**config.mk**
```make
export PLATFORM = sky130hd
export DESIGN_NAME = nic_irq_moderator
export DESIGN_NICKNAME = d
export VERILOG_FILES = /design/src/rtl/irq_pkg.sv /design/src/rtl/irq_timer.sv /design/src/rtl/irq_datapath.sv /design/src/rtl/irq_ctrl.sv /design/src/rtl/nic_irq_moderator.sv
export SDC_FILE = /design/constraint.sdc
export NUM_CORES = 1
export LEC_CHECK = 0
export BUFFER_PORTS_ARGS = -buffer_cell sky130_fd_sc_hd__buf_2
export CAP_MARGIN = 20
export CORE_UTILIZATION = 29
export CTS_BUF_LIST = sky130_fd_sc_hd__clkbuf_4 sky130_fd_sc_hd__clkbuf_8
export DETAILED_ROUTE_END_ITERATION = 6
export PLACE_DENSITY = 0.52
export SYNTH_ARGS = -nofsm -noshare
export SYNTH_HDL_FRONTEND = slang
export SYNTH_SLANG_ARGS = --single-unit
```
**constraint.sdc**
```tcl
create_clock -name clk -period 3.23 [get_ports clk]
set_clock_uncertainty 0.15 [all_clocks]
set_input_delay 0.323 -clock clk [delete_from_list [all_inputs] [get_ports clk]]
set_output_delay 0.323 -clock clk [all_outputs]
set_load 0.02 [all_outputs]
```
**src/rtl/irq_pkg.sv**
```systemverilog
package irq_pkg;
  localparam int CAUSE_W = 8;
  localparam int NUM_TMR = 4;
  // timer slots
  localparam int TMR_RX_PKT = 0;
  localparam int TMR_RX_ABS = 1;
  localparam int TMR_TX_INT = 2;
  localparam int TMR_TX_ABS = 3;
  // cause bit positions
  localparam int CAUSE_TXWB  = 0;
  localparam int CAUSE_RXTMR = 7;

  typedef struct packed {
    logic               clrPend;
    logic [CAUSE_W-1:0] setVec;
  } irqStrb_t;
endpackage

```
**src/rtl/irq_timer.sv**
```systemverilog
module irq_timer #(
  parameter int CNT_W       = 8,
  parameter int UNIT_CYCLES = 128
) (
  input  logic             clk,
  input  logic             rstN,
  input  logic             start,
  input  logic             restart,
  input  logic [CNT_W-1:0] interval,
  output logic             busy,
  output logic             expire
);
  localparam int SUB_W = (UNIT_CYCLES > 1) ? $clog2(UNIT_CYCLES) : 1;
  localparam logic [SUB_W-1:0] SUB_TOP = SUB_W'(UNIT_CYCLES - 1);

  logic [SUB_W-1:0] subCnt;
  logic [CNT_W-1:0] unitCnt;
  logic             runQ;
  logic             expQ;
  logic             load;

  // a zero interval disables the timer; start only arms an idle timer
  assign load = (interval != '0) && (restart || (start && !runQ));

  always_ff @(posedge clk or negedge rstN) begin
    if (!rstN) begin
      subCnt  <= '0;
      unitCnt <= '0;
      runQ    <= 1'b0;
      expQ    <= 1'b0;
    end else begin
      expQ <= 1'b0;
      if (load) begin
        runQ    <= 1'b1;
        unitCnt <= interval;
        subCnt  <= SUB_TOP;
      end else if (runQ) begin
        if (subCnt == '0) begin
          subCnt <= SUB_TOP;
          if (unitCnt == CNT_W'(1)) begin
            runQ <= 1'b0;
            expQ <= 1'b1;
          end else begin
            unitCnt <= unitCnt - CNT_W'(1);
          end
        end else begin
          subCnt <= subCnt - SUB_W'(1);
        end
      end
    end
  end

  assign busy   = runQ;
  assign expire = expQ;

  // a repeated start on a running timer leaves the unit count alone
  a_r9_keep_deadline: assert property (@(posedge clk) disable iff (!rstN)
    (runQ && start && !restart && subCnt != '0) |=> $stable(unitCnt));

  // a zero interval never arms the timer
  a_r10_zero_idle: assert property (@(posedge clk) disable iff (!rstN)
    (!runQ && interval == '0) |=> !runQ);
endmodule

```
**src/rtl/irq_datapath.sv**
```systemverilog
module irq_datapath
  import irq_pkg::*;
(
  input  logic               clk,
  input  logic               rstN,
  input  irqStrb_t           strb,
  input  logic               maskWrEn,
  input  logic [CAUSE_W-1:0] maskWrData,
  output logic [CAUSE_W-1:0] pending,
  output logic               anyActive
);
  logic [CAUSE_W-1:0] pendQ;
  logic [CAUSE_W-1:0] maskQ;

  always_ff @(posedge clk or negedge rstN) begin
    if (!rstN) begin
      pendQ <= '0;
      maskQ <= '0;
    end else begin
      // a same-cycle post wins over the read clear
      pendQ <= (strb.clrPend ? '0 : pendQ) | strb.setVec;
      if (maskWrEn) maskQ <= maskWrData;
    end
  end

  assign pending   = pendQ;
  assign anyActive = |(pendQ & maskQ);

  // posted bits are present after the edge
  a_r2_bits_set: assert property (@(posedge clk) disable iff (!rstN)
    (strb.setVec != '0) |=> ((pendQ & $past(strb.setVec)) == $past(strb.setVec)));

  // with no post and no read, pending does not move
  a_r2_hold: assert property (@(posedge clk) disable iff (!rstN)
    (!strb.clrPend && strb.setVec == '0) |=> $stable(pendQ));

  // a read with nothing posted empties the register
  a_r4_clear: assert property (@(posedge clk) disable iff (!rstN)
    (strb.clrPend && strb.setVec == '0) |=> (pendQ == '0));
endmodule

```
**src/rtl/irq_ctrl.sv**
```systemverilog
module irq_ctrl
  import irq_pkg::*;
#(
  parameter int TMR_W       = 8,
  parameter int LIM_W       = 8,
  parameter int UNIT_CYCLES = 128
) (
  input  logic                     clk,
  input  logic                     rstN,
  input  logic                     postValid,
  input  logic [CAUSE_W-1:0]       postCause,
  input  logic                     postNow,
  input  logic                     txWbDone,
  input  logic [NUM_TMR-1:0]       tmrStart,
  input  logic [NUM_TMR-1:0]       tmrRestart,
  input  logic [NUM_TMR*TMR_W-1:0] tmrInterval,
  input  logic [LIM_W-1:0]         limitInterval,
  input  logic                     rdStb,
  input  logic                     anyActive,
  output irqStrb_t                 strb,
  output logic                     wbReqRx,
  output logic                     wbReqTx,
  output logic                     irqLine
);
  logic [NUM_TMR-1:0] tmrRun;
  logic [NUM_TMR-1:0] tmrExp;
  logic limBusy, limExp;
  logic lineQ, immHold, raise;

  for (genvar i = 0; i < NUM_TMR; i++) begin : g_tmr
    irq_timer #(.CNT_W(TMR_W), .UNIT_CYCLES(UNIT_CYCLES)) u_tmr (
      .clk      (clk),
      .rstN     (rstN),
      .start    (tmrStart[i]),
      .restart  (tmrRestart[i]),
      .interval (tmrInterval[i*TMR_W +: TMR_W]),
      .busy     (tmrRun[i]),
      .expire   (tmrExp[i])
    );

    // an expiry pulse follows a running cycle
    a_r6_exp_after_run: assert property (@(posedge clk) disable iff (!rstN)
      tmrExp[i] |-> $past(tmrRun[i]));
  end

  assign wbReqRx = tmrExp[TMR_RX_PKT] | tmrExp[TMR_RX_ABS];
  assign wbReqTx = tmrExp[TMR_TX_INT] | tmrExp[TMR_TX_ABS];

  always_comb begin
    strb.clrPend = rdStb;
    strb.setVec  = postValid ? postCause : '0;
    if (wbReqTx || txWbDone) strb.setVec[CAUSE_TXWB] = 1'b1;
    if (wbReqRx)             strb.setVec[CAUSE_RXTMR] = 1'b1;
  end

  // spacing limiter, rearmed on every rising edge of the line
  irq_timer #(.CNT_W(LIM_W), .UNIT_CYCLES(UNIT_CYCLES)) u_limit (
    .clk      (clk),
    .rstN     (rstN),
    .start    (1'b0),
    .restart  (raise),
    .interval (limitInterval),
    .busy     (limBusy),
    .expire   (limExp)
  );

  assign raise = !lineQ && anyActive && !rdStb && (immHold || !limBusy);

  always_ff @(posedge clk or negedge rstN) begin
    if (!rstN) begin
      lineQ   <= 1'b0;
      immHold <= 1'b0;
    end else begin
      if (rdStb || !anyActive) lineQ <= 1'b0;
      else if (raise)          lineQ <= 1'b1;
      if (rdStb || raise)      immHold <= 1'b0;
      if (postValid && postNow) immHold <= 1'b1;
    end
  end

  assign irqLine = lineQ;

  // the line is only high with an unmasked cause pending
  a_r3_line_has_cause: assert property (@(posedge clk) disable iff (!rstN)
    lineQ |-> $past(anyActive));

  // a read drops the line
  a_r4_read_drops: assert property (@(posedge clk) disable iff (!rstN)
    rdStb |=> !lineQ);

  // a rising edge needs an idle limiter or an immediate post
  a_r11_spacing: assert property (@(posedge clk) disable iff (!rstN)
    $rose(lineQ) |-> ($past(immHold) || !$past(limBusy)));

  // the limiter expires only after running
  a_r11_lim_exp: assert property (@(posedge clk) disable iff (!rstN)
    limExp |-> $past(limBusy));
endmodule

```
**src/rtl/nic_irq_moderator.sv**
```systemverilog
module nic_irq_moderator
  import irq_pkg::*;
#(
  parameter int TMR_W       = 8,
  parameter int LIM_W       = 8,
  parameter int UNIT_CYCLES = 128
) (
  input  logic                     clk,
  input  logic                     rstN,
  input  logic                     postValid,
  input  logic [CAUSE_W-1:0]       postCause,
  input  logic                     postNow,
  input  logic                     txWbDone,
  input  logic [NUM_TMR-1:0]       tmrStart,
  input  logic [NUM_TMR-1:0]       tmrRestart,
  input  logic [NUM_TMR*TMR_W-1:0] tmrInterval,
  input  logic [LIM_W-1:0]         limitInterval,
  input  logic                     maskWrEn,
  input  logic [CAUSE_W-1:0]       maskWrData,
  input  logic                     rdStb,
  output logic [CAUSE_W-1:0]       rdData,
  output logic                     irqLine,
  output logic                     wbReqRx,
  output logic                     wbReqTx
);
  irqStrb_t strb;
  logic     anyActive;

  irq_ctrl #(.TMR_W(TMR_W), .LIM_W(LIM_W), .UNIT_CYCLES(UNIT_CYCLES)) u_ctrl (
    .clk           (clk),
    .rstN          (rstN),
    .postValid     (postValid),
    .postCause     (postCause),
    .postNow       (postNow),
    .txWbDone      (txWbDone),
    .tmrStart      (tmrStart),
    .tmrRestart    (tmrRestart),
    .tmrInterval   (tmrInterval),
    .limitInterval (limitInterval),
    .rdStb         (rdStb),
    .anyActive     (anyActive),
    .strb          (strb),
    .wbReqRx       (wbReqRx),
    .wbReqTx       (wbReqTx),
    .irqLine       (irqLine)
  );

  irq_datapath u_dp (
    .clk        (clk),
    .rstN       (rstN),
    .strb       (strb),
    .maskWrEn   (maskWrEn),
    .maskWrData (maskWrData),
    .pending    (rdData),
    .anyActive  (anyActive)
  );
endmodule

```
### Word level (Yosys, flattened, before mapping)

Index checks and enable logic that the tools add are counted.

* register bits after elaboration: 102
* input bits: 71
* output and inout bits: 11

* add/subtract/negate cells: 10
* eq/ne operators: 10
* mux-type cells: 79
* bitwise logic cells: 4
* reduce and logical (&&, ||, !) cells: 57

Operators with widths (count)
* $mux 8: 22
* $mux 7: 15
* $mux 1: 42
* $eq 8x1->1 const B: 5
* $reduce_bool 8->1: 5
* $sub 8x1->8 const B: 5
* $logic_not 7->1: 5
* $sub 7x1->7 const B: 5
* $reduce_bool 2->1: 12
* $reduce_and 3->1: 5
* $logic_and 1x1->1: 13
* $ne 2x2->1 const B: 5
* $and 8x8->8: 1
* $logic_not 1->1: 8
* $logic_or 1x1->1: 8
* $or 8x8->8: 1
* $reduce_or 8->1: 1
* $or 1x1->1: 2

### Logic depth before layout (Yosys ltp)

Gate-level depths: netlist of run 1.

* word-level depth: 8
* mapped depth: 8

### Modules after synthesis

A second synthesis of run 1 with hierarchy kept.

* cell total of the unflattened synthesis: 649
* area total of the unflattened synthesis: 6200.9 µm²

Modules (own cells, without submodules)
* irq_timer (u_ctrl.g_tmr[0].u_tmr ...): instances 4, cells each 118, area each 1083.5 µm², seq. area each 425.4 µm²
* irq_timer (u_ctrl.u_limit): instances 1, cells each 117, area each 1056.0 µm², seq. area each 425.4 µm²
* irq_datapath: instances 1, cells each 39, area each 631.9 µm², seq. area each 400.4 µm²
* irq_ctrl: instances 1, cells each 21, area each 178.9 µm², seq. area each 50.0 µm²

### Least setup slack after synthesis of run 1

OpenSTA, ideal clock, no wires.

* kind: register to register
* start: register u_ctrl.g_tmr[1].u_tmr.subCnt[0]
* end: register u_ctrl.g_tmr[1].u_tmr.unitCnt[1]
* setup time: 0.125 ns
* arrival: 1.939 ns
* required time: 2.955 ns
* setup slack: 1.017 ns
* stages on the path, launching flop included: 7
* cells stage by stage: dfrtp_1 > inv_1 > ha_1 > or4b_1 > a211oi_1 > mux2i_1 > mux2_2

* longest elaborated chain between the ends: 3

Ends and longest elaborated chain
* start: declaration: RTL line irq_timer.sv:16 `logic [SUB_W-1:0] subCnt;`
* start signal: assignment: RTL line irq_timer.sv:47 `subCnt <= subCnt - SUB_W'(1);`
* $logic_not 7->1: RTL line irq_timer.sv:38 `if (subCnt == '0) begin`
* $reduce_bool 2->1 (no line)
* $reduce_and 3->1 (no line)
* end signal: assignment: RTL line irq_timer.sv:35 `unitCnt <= interval;`
* end signal: assignment: RTL line irq_timer.sv:44 `unitCnt <= unitCnt - CNT_W'(1);`
* end: declaration: RTL line irq_timer.sv:17 `logic [CNT_W-1:0] unitCnt;`

No other way between the ends.
A chain may end at the register's enable or synchronous reset.

### Final worst setup path of run 1

* start: register u_ctrl.g_tmr[3].u_tmr.subCnt[0]
* end: register u_ctrl.g_tmr[3].u_tmr.unitCnt[4]

* longest elaborated chain between the ends: 3

Ends and longest elaborated chain (RTL line)
* start: declaration: irq_timer.sv:16
* start signal: assignment: irq_timer.sv:47
* $logic_not 7->1: irq_timer.sv:38
* $reduce_bool 2->1 (no line)
* $reduce_and 3->1 (no line)
* end signal: assignment: irq_timer.sv:35
* end signal: assignment: irq_timer.sv:44
* end: declaration: irq_timer.sv:17

No other way between the ends.

==> results of run 1 <==
[power groups by stage]
| stage | registers (W) | clock network, W | logic, W |
|---|---|---|---|
| 2_1_floorplan | 0.00155 | 0 | 0.000311 |
| 3_3_place_gp | 0.00156 | 0 | 0.000470 |
| 3_5_place_dp | 0.00157 | 0 | 0.000483 |
| 4_1_cts | 0.00154 | 0.000897 | 0.000502 |
| 5_1_grt | 0.00157 | 0.000948 | 0.000566 |
| 6_report | 0.00154 | 0.000854 | 0.000495 |
[layout by cell type (no fill, tap or decap), types with 7 or more instances in the layout]
| master | netlist | final |
|---|---|---|
| dfrtp_1 | 102 | 102 |
| buf_2 | 1 | 80 |
| nor2_1 | 66 | 66 |
| nand2_1 | 59 | 59 |
| a21oi_1 | 42 | 42 |
| o21ai_0 | 25 | 25 |
| xor2_1 | 24 | 24 |
| inv_1 | 23 | 23 |
| nor4_1 | 18 | 18 |
| nor3_1 | 17 | 17 |
| dlygate4sd3_1 | 0 | 17 |
| nand3_1 | 16 | 16 |
| xnor2_1 | 16 | 16 |
| ha_1 | 15 | 15 |
| mux2_2 | 11 | 11 |
| clkbuf_8 | 0 | 9 |
| and3_1 | 8 | 8 |
| nor4b_1 | 7 | 7 |
| mux2i_1 | 7 | 7 |
| o31ai_1 | 7 | 7 |
| buf_4 | 1 | 7 |
[registers in the layout (all words and copies together), names as in the netlist]
| signal | flops |
|---|---|
| u_ctrl.irqLine | 1 |
| u_ctrl.g_tmr.u_tmr.subCnt | 28 |
| u_ctrl.g_tmr.u_tmr.busy | 4 |
| u_ctrl.u_limit.subCnt | 7 |
| u_ctrl.g_tmr.u_tmr.expire | 4 |
| u_dp.pending | 8 |
| u_ctrl.g_tmr.u_tmr.unitCnt | 32 |
| u_ctrl.u_limit.unitCnt | 8 |
| u_dp.maskQ | 8 |
| u_ctrl.u_limit.busy | 1 |
| u_ctrl.immHold | 1 |
[layer usage]
metal / track usage / vias to the layer above / part of all wire
met5: 0 / - / 0
met4: 0.0248 / 0 / 0.0083
met3: 0.0409 / 7 / 0.050
met2: 0.224 / 101 / 0.47
met1: 0.172 / 2149 / 0.47
li1: - / 2219 / -
[synthesized netlist by cell type, types with 15 or more instances]
library cell	instances
nor3_1	17
o21ai_0	25
nand2_1	59
a21oi_1	42
clkbuf_1	16
ha_1	15
nor2_1	66
nand3_1	16
nor4_1	18
dfrtp_1	102
xor2_1	24
inv_1	23
xnor2_1	16
[layout make-up]
type                            count  share of cell area
Clock buffer                       10              0.0204
Clock inverter                      6              0.0109
Inverter                           24              0.0140
Multi-Input combinational cell    423               0.415
Sequential cell                   102               0.396
Tap cell                          229              0.0444
Timing Repair Buffer              105              0.0997
[through the flow]
step | hold WS [ns] | cells | setup slack (ns) | cell area, um^2 | power (W)
floorplan | -0.123 | 568 | 1.02 | 5400 | 0.00186
CTS | 0.00232 | 897 | 0.809 | 6430 | 0.00294
finish | 0.0282 | 899 | 0.813 | 6450 | 0.00289
detailed placement | 0.282 | 866 | 0.814 | 6080 | 0.00205
global route | 0.00818 | 899 | 0.659 | 6450 | 0.00308
global placement | 0.283 | 866 | 0.905 | 6080 | 0.00203
[worst register-to-register path, cell delays in order (launching register included)]
cell and delay [ns]:
dfrtp_1 0.43, inv_1 0.08, ha_1 0.18, and4bb_1 0.27
and2_1 0.34, nand3_2 0.16, or4_2 0.55, a31oi_1 0.18
[final timing paths]
kind	startpoint	to	slack, ns	cells after the start
min	maskWrData[5]	u_dp.maskQ[5]$_DFFE_PN0P_	0.03	2
max in group asynchronous	rstN	u_ctrl.g_tmr[3].u_tmr.unitCnt[6]$_DFFE_PN0P_	1.83	3
min in group asynchronous	rstN	u_ctrl.g_tmr[0].u_tmr.unitCnt[5]$_DFFE_PN0P_	0.36	2
min reg2reg	u_ctrl.g_tmr[3].u_tmr.subCnt[6]$_DFFE_PN0P_	u_ctrl.g_tmr[3].u_tmr.subCnt[6]$_DFFE_PN0P_	0.36	2
max	u_ctrl.g_tmr[3].u_tmr.subCnt[0]$_DFFE_PN0P_	u_ctrl.g_tmr[3].u_tmr.unitCnt[4]$_DFFE_PN0P_	0.81	7
max reg2reg	u_ctrl.g_tmr[3].u_tmr.subCnt[0]$_DFFE_PN0P_	u_ctrl.g_tmr[3].u_tmr.unitCnt[4]$_DFFE_PN0P_	0.81	7
[cell families (layout without fill, tap and decap cells)]
family	count (synthesis)	in the layout	share of synthesized area
AO/OA/AOI/OAI	105	105	0.117
XOR/XNOR	40	40	0.0649
adder cells (fa/ha/maj)	15	15	0.0347
buffers and inverters	43	145	0.0322
flip-flops	102	102	0.473
multiplexers	19	19	0.0387
AND/OR/NAND/NOR	244	244	0.240
==> run summary, run 1 <==
Summed over all nets, the half-perimeter wirelength after detailed placement is 9150 um. Register share of total power: 0.533. The fraction of power consumed by combinational cells was 0.171. The worst max-slew margin expressed relative to the limit came out at 0.314. The endpoint kind of the worst setup timing path is a register.

The post-route core utilization is 0.357. The signal on the critical path passes through inv_1 -> ha_1 -> and4bb_1 -> and2_1 -> nand3_2 -> or4_2 -> a31oi_1. At the pin with the least slew margin, the transition time is 1.02 ns. The number of vias in the routed layout is 4476. Path category of the worst min-delay check: in -> reg. The overall die height is 138 um.

The synthesized design spends more area on one cell type than any other, namely dfrtp_1. The multi-input combinational cells in the finished layout cover a total of 0.00268 mm^2. Post-cts gate resize count: 0. The logs give 0.00202 W for the internal power summed over all cells and 55 for the maximum number of pins on one net before global-route repair. The clock group share of total power came out at 0.295. Ranked by total cell area, the synthesized netlist is headed by dfrtp_1, nor2_1, nand2_1. The flip-flop cell with the highest count after synthesis was dfrtp_1. The area added between synthesis and finish is 19.4%. Setup repair after global routing left no endpoint under its margin.

The buffer cell driving the clock tree root was clkbuf_8. The first TritonRoute pass finished after 6 iterations. For this design the ratio of total power to cell area is 448 mW/mm^2. The run gives 6 as the remaining design rule violation count.

Setup violations remaining at the end of the flow were counted as 0. Summing all flip-flop and latch instances after layout gives 0.00255 mm^2. The CTS buffer count is 9. Async set-or-reset flop fraction in the synthesized netlist: 1.00. Share of the synthesized area in the top cell type: 0.473.

In this run the tool buffered the top-level ports with 81 buffer cells. After floorplanning, the core was sized to cover 0.0181 mm^2. The initial antenna violation count was 0; the final-report max-slew violation count was 0. On the critical path the largest part of the delay comes from simple AND/OR/NAND/NOR gates. On the critical path, the stage with the largest delay is an instance of or4_2. The chip width is 138 um.

The later pin in the worst-skew pair is clocked with a latency of 0.38 ns. For this run, the top clock speed supported by timing is 0.414 GHz. For the worst setup path, the data required time is 3.38 ns.

In this run, distinct cell masters in the synthesized netlist total 62. The routed design has 12400 um of wire. The number of enable-type register cells in the synthesized netlist came out at 0. The final total negative setup slack was 0 ns; the floorplan die area was 0.0192 mm^2.

During I/O placement, the number of pins put on the boundary was 82. The switching power as a share of total power came out at 0.300. The register clock-pin slew on the reported worst setup and hold paths is 0.10 ns, and the static leakage is 2.65 nW. The run gives 751 as the layout net count.

The cell area that synthesis handed to floorplanning was 0.00540 mm^2. The run finished, with violations left. For the synthesis warning total, the log shows 0.

The path type of the worst setup path is reg -> reg. The clock period minus final worst setup slack was 2.42 ns; the number of DRC markers after the initial detailed-route iteration was 227. The buffering stage count on the worst path with inverters included is 1, and the number of diodes is 0.

Across the run, the number of max-cap violations was 0. The run gives 4345 as the number of global-route vias before repair. The final reports fail on DRC. Dividing the detail-routed via count by the number of cells gives 4.98. STA classifies the critical path startpoint as a register. The layout has 1844 filler cells. The clock passes through at most 2 buffers. The initial cell density of the core came out at 0.299. Synthesis produced a netlist with a net count of 654. The tools report the proportion of synthesized chip area in sequential cells as 0.473. The run gives 49 as the number of core rows. The tools report the post-synthesis instance total as 568. The switching component of the power is 0.000868 W, and the data arrival time of the critical path is 2.57 ns.

The first global-routing pass estimated 20800 um of wire. The detail route stage leaves a number of antenna-violating nets equal to 0. The per-instance average area after synthesis works out to 9.51 um^2.

The run gives 0.762 as the global placer's final weighted congestion. The worst stage delay on the critical path was 0.55 ns; the maximum fanout encountered on the critical timing path was 7. Post-CTS timing repair inserted 0 buffers for setup. Counting every sink on the clock net gives 102. The worst-case IR drop observed on VDD is 0.203 mV.

Layout cell share with drive strength beyond 1: 0.196. After global routing the overflow that remains totals 0. Maximum level of the CTS H-tree: 3. The run gives 15 as the post-cts hold buffer count.

The share of the clock period used by the worst path was 0.748. The count of state elements after synthesis was 102. Dividing the detail-routed wire length by the instance count gives 13.7 um.

The logs give 0.134 for the total routing resource utilization after global routing and 0 for the final number of hold-violating endpoints. TritonCTS built the clock tree.
Note: power is estimated with default switching activity, not from simulation.
==> run 2, diff against run 1 <==
--- a/config.mk
+++ b/config.mk
@@ -5,12 +5,13 @@
 export SDC_FILE = /design/constraint.sdc
 export NUM_CORES = 1
 export LEC_CHECK = 0
+export ABC_AREA = 1
 export BUFFER_PORTS_ARGS = -buffer_cell sky130_fd_sc_hd__buf_2
 export CAP_MARGIN = 20
 export CORE_UTILIZATION = 29
 export CTS_BUF_LIST = sky130_fd_sc_hd__clkbuf_4 sky130_fd_sc_hd__clkbuf_8
 export DETAILED_ROUTE_END_ITERATION = 6
-export PLACE_DENSITY = 0.52
+export PLACE_DENSITY = 0.53
 export SYNTH_ARGS = -nofsm -noshare
 export SYNTH_HDL_FRONTEND = slang
 export SYNTH_SLANG_ARGS = --single-unit
==> constraint.sdc (replaced) <==
create_clock -name clk -period 2 [get_ports clk]
set_clock_uncertainty 0.15 [all_clocks]
set_input_delay 0.2 -clock clk [delete_from_list [all_inputs] [get_ports clk]]
set_output_delay 0.2 -clock clk [all_outputs]
set_load 0.02 [all_outputs]
==> run 2 against run 1 <==
Compared with the run above:
- cell count up 35%
- maximum frequency up 30%
- the flow now finishes without violations
- sequential power up 68%
- die area up 13%
- hold slack better by 0.0033 ns
- non-clock buffer count up 50
- clock power up 52%
- worst setup slack worse by 0.67 ns
- critical endpoint is now u_ctrl.g_tmr[0].u_tmr.unitCnt[1]$_DFFE_PN0P_
==> run summary, run 2 <==
The number of enable-type register cells in the synthesized netlist came out at 0 (unchanged). The I/O pin count came out at 82 (unchanged). The initial cell density of the core is 0.299 (+0.000311).

The library cell used most frequently in the layout, excluding fill and tap cells, is nand2_1. The final number of hold-violating endpoints is 0 (unchanged). For the post-route worst setup slack, the log shows 0.147 ns (-0.666 ns).

The per-instance average area after synthesis came out at 7.81 um^2 (-18%). In this run the most critical hold path is launched from tmrInterval[19]. Initial antenna violation count: 0 (unchanged). The run gives 0 (unchanged) as the final-report max-slew violation count. The tools report the maximum clock rate as 0.540 GHz (+30%).

The tools report the beginning of the worst register-to-register path as u_ctrl.g_tmr[0].u_tmr.subCnt[0]$_DFFE_PN0P_. The CTS buffer count was 9 (unchanged); the layout net count was 1024 (+36%). The share of the clock period used by the worst path is 0.926 (+0.178), and the number of diodes is 0 (unchanged). The tools report the maximum level of the CTS H-tree as 3 (unchanged). The post-synthesis instance total was 785 (+38%); the maximum fanout encountered on the critical timing path was 6 (-1).

The register clock-pin slew on the reported worst setup and hold paths is 0.10 ns (about the same). The net count after synthesis is 871 (+33%), and the cell depth of the worst min-delay path is 5 (+3). The tools report the data required time at the worst endpoint as 2.15 ns (-1.23 ns). Counting instances in the post-synthesis netlist gives the leading cell types as nand2_1, dfrtp_1, inv_1, nor2_1, nand3_1.

The transition time of the tightest slew-check pin came out at 0.426 ns (-0.596 ns). In the final layout, the registers with the most flip-flops are u_ctrl.g_tmr.u_tmr.unitCnt (32), u_ctrl.g_tmr.u_tmr.subCnt (28). In this run the worst hold path is classified as in -> reg. Sorting the synthesized cells by area gives the leading types as dfrtp_1, nand2_1, inv_1.

The worst setup path is captured at a register. The run gives 52 (+6.1%) as the number of core rows. The wire length per cell after detailed routing is 12.1 um (-12%), and the global-route wire length before repair is 25000 um (+20%). The total routing resource utilization after global routing is 0.144 (+0.0102). The logs give 2117 (+15%) for the count of fill cells added during filler insertion and 14700 um (+19%) for the overall routed net length. The synthesis warning total is 0 (unchanged). The logs give 0.00613 mm^2 (+13%) for the post-synthesis instance area and 0 (-6) for the remaining design rule violation count. Post-cts gate resize count: 0 (unchanged).

The logs give 0 (unchanged) for the remaining antenna violation count after routing and 0.714 (+0.400) for the worst max-slew margin expressed relative to the limit. The number of flip-flops under the largest register name was 32 (unchanged). The maximum number of pins on one net before global-route repair is 46 (-16%). The total power is 0.00560 W (+94%). u_ctrl.g_tmr.u_tmr.unitCnt holds more flip-flops than any other register.

The first-pass iteration count of the detailed router is 4 (-2), and the chip width is 147 um (+6.4%). The global placer's final weighted congestion was 0.799 (+4.8%); the share of the synthesized area in compound gates (AO/OA/AOI/OAI) was 0.121 (+0.00348). After synthesis, the largest family of logic cells by area is simple AND/OR/NAND/NOR gates. The largest voltage drop on the vdd net is 0.296 mV (+46%), and the proportion of synthesized chip area in sequential cells is 0.417 (-0.0560).

The count of buffers from port buffering was 81 (unchanged); the fraction of synthesized area in multiplexers was 0.0147 (-0.0240). The number of global-route vias before repair was 5193 (+20%). TritonCTS built the clock tree. The library cell occupying the most area in the post-synthesis netlist was dfrtp_1. By startpoint and endpoint, the worst setup path is classified as reg -> reg. The async set-or-reset flop fraction in the synthesized netlist was 1.00 (unchanged). The buffer cell driving the clock tree root is clkbuf_8. The number of DRC markers after the initial detailed-route iteration is 189 (-17%). The length in cells of the worst reg-to-reg path was 11 (+4). Data arrival time of the critical path: 2.00 ns (-0.57 ns). The minimum setup slack after placement is 0.150 ns (-0.665 ns), and the clock insertion delay at the later pin of the skew report is 0.37 ns (about the same). Count of distinct cell types in the synthesized netlist: 41 (-34%). The final-layout worst hold slack came out at 0.0315 ns (+0.00326 ns).

The destination of the worst hold path was u_ctrl.g_tmr[2].u_tmr.unitCnt[3]$_DFFE_PN0P_. The worst setup path startpoint is u_ctrl.g_tmr[0].u_tmr.subCnt[0]$_DFFE_PN0P_. Among all cell types in the netlist, the one instantiated most often is nand2_1.

Adder-cell share of the synthesized area: 0.0306 (-0.00412). The number of vias in the routed layout is 5370 (+20%), and the count of state elements after synthesis is 102 (unchanged). Share of the synthesized area in the top cell type: 0.417 (-0.0560). The tools report the max-cap violation count as 0 (unchanged). The maximum clock insertion buffer count is 2 (unchanged), and the xor-xnor portion of the synthesized cell area is 0.0372 (-0.0277). The worst register-to-register path ends at u_ctrl.g_tmr[0].u_tmr.unitCnt[1]$_DFFE_PN0P_. The static leakage is 3.80 nW (+44%). The post-synthesis share of cell area spent on and, or, nand and nor gates was 0.296 (+0.0559).

The flip-flop cell with the highest count after synthesis was dfrtp_1. The overall overflow remaining after global route came out at 0 (unchanged). Detail-routed via count per cell: 4.43 (-11%). The total setup violations reported at the end of the flow was 0 (unchanged). Total power density per cell area: 731 mW/mm^2 (+63%).

STA classifies the critical path startpoint as a register. The floorplan die area is 0.0217 mm^2 (+13%), and the final total negative setup slack is 0 ns (unchanged). The tools report the internal reg-to-reg setup slack as 0.15 ns (-0.67 ns). In the layout the commonest cells are nand2_1, dfrtp_1, inv_1.

The area added between synthesis and finish is 24.9%. The layout cell share with drive strength beyond 1 was 0.222 (+0.0266); the placed wire-length estimate was 10400 um (+14%). The tools report the number of sinks on the clock net as 102 (unchanged). The area of the core is 0.0205 mm^2 (+13%).

The run finished with clean final reports. The overall die height is 147 um (+6.4%), and the clock period minus final worst setup slack is 1.85 ns (-0.564 ns).
run 2: cell types whose count changed after synthesis, moves of 16 or more:
cell     delta
nand2_2    +16
inv_1      +64
o21ai_0    +18
nor4_1     -17
a21oi_1    -32
nand2_1   +168
o21ai_2    +18
nand3_1    +29
run 2: logic make-up after synthesis:
kind of cell,count (synthesis)
compound gates,111
xor+xnor,26
fa+ha+maj,15
buf+inv,116
flops,102
mux,8
simple gates,407
run 2: critical path, stage by stage (launching register included):
cell	delay, ns
dfrtp_1	0.37
inv_1	0.10
ha_1	0.19
nand2_2	0.09
nor2_4	0.09
nand2_2	0.07
nor2_4	0.10
nand2_2	0.09
o21ai_4	0.24
buf_4	0.16
nand2_1	0.05
o21ai_1	0.07
run 2: layout make-up:
class                      count  area [um^2]  area share
clock inverter                 4         50.0     0.00654
inverter                     102          388      0.0507
timing repair buffer         155         1130       0.147
multi-input combinational    568         3070       0.401
clock buffer                  10          131      0.0172
sequential                   102         2550       0.334
tap                          270          338      0.0442
run 2: stage by stage:
| step | instance area [um^2] | std cells | utilization |
|---|---|---|---|
| after floorplan | 6130 | 785 | - |
| after global placement | 6920 | 1140 | 0.337 |
| after detailed placement | 6920 | 1140 | 0.337 |
| after CTS | 7550 | 1199 | 0.368 |
| after global routing | 7650 | 1211 | 0.373 |
| final | 7650 | 1211 | 0.373 |
run 2: what timing repair did:
action,CTS,global route
hold endpoints to repair,145,0
hold buffers,45,0
buffers inserted,0,11
setup endpoints to repair,0,16
run 2: power by group:
part	switching [W]	internal, W
logic	0.000970	0.000745
clock network	0.000719	0.000578
registers	0.000234	0.00235
total	0.00192	0.00367
run 2: worst max-delay path by stage:
stage / end / depth (start not counted) / slack (ns)
final: u_ctrl.g_tmr[0].u_tmr.unitCnt[1]$_DFFE_PN0P_ / 11 / 0.15
after global routing: u_ctrl.g_tmr[0].u_tmr.unitCnt[1]$_DFFE_PN0P_ / 11 / -0.01
after CTS: u_ctrl.g_tmr[0].u_tmr.unitCnt[7]$_DFFE_PN0P_ / 11 / 0.13
after detailed placement: u_ctrl.g_tmr[0].u_tmr.unitCnt[7]$_DFFE_PN0P_ / 11 / 0.15
after global placement: u_ctrl.g_tmr[0].u_tmr.unitCnt[7]$_DFFE_PN0P_ / 11 / 0.17
after floorplan: u_ctrl.g_tmr[1].u_tmr.unitCnt[4]$_DFFE_PN0P_ / 13 / 0.34
run 2: per-layer routing:
layer  vias up  wire, um  track usage
met5         -         0            0
met1      2471      7160        0.195
met2        82      6940        0.235
met3         8       489       0.0339
li1       2809         -            -
met4         0       105       0.0273
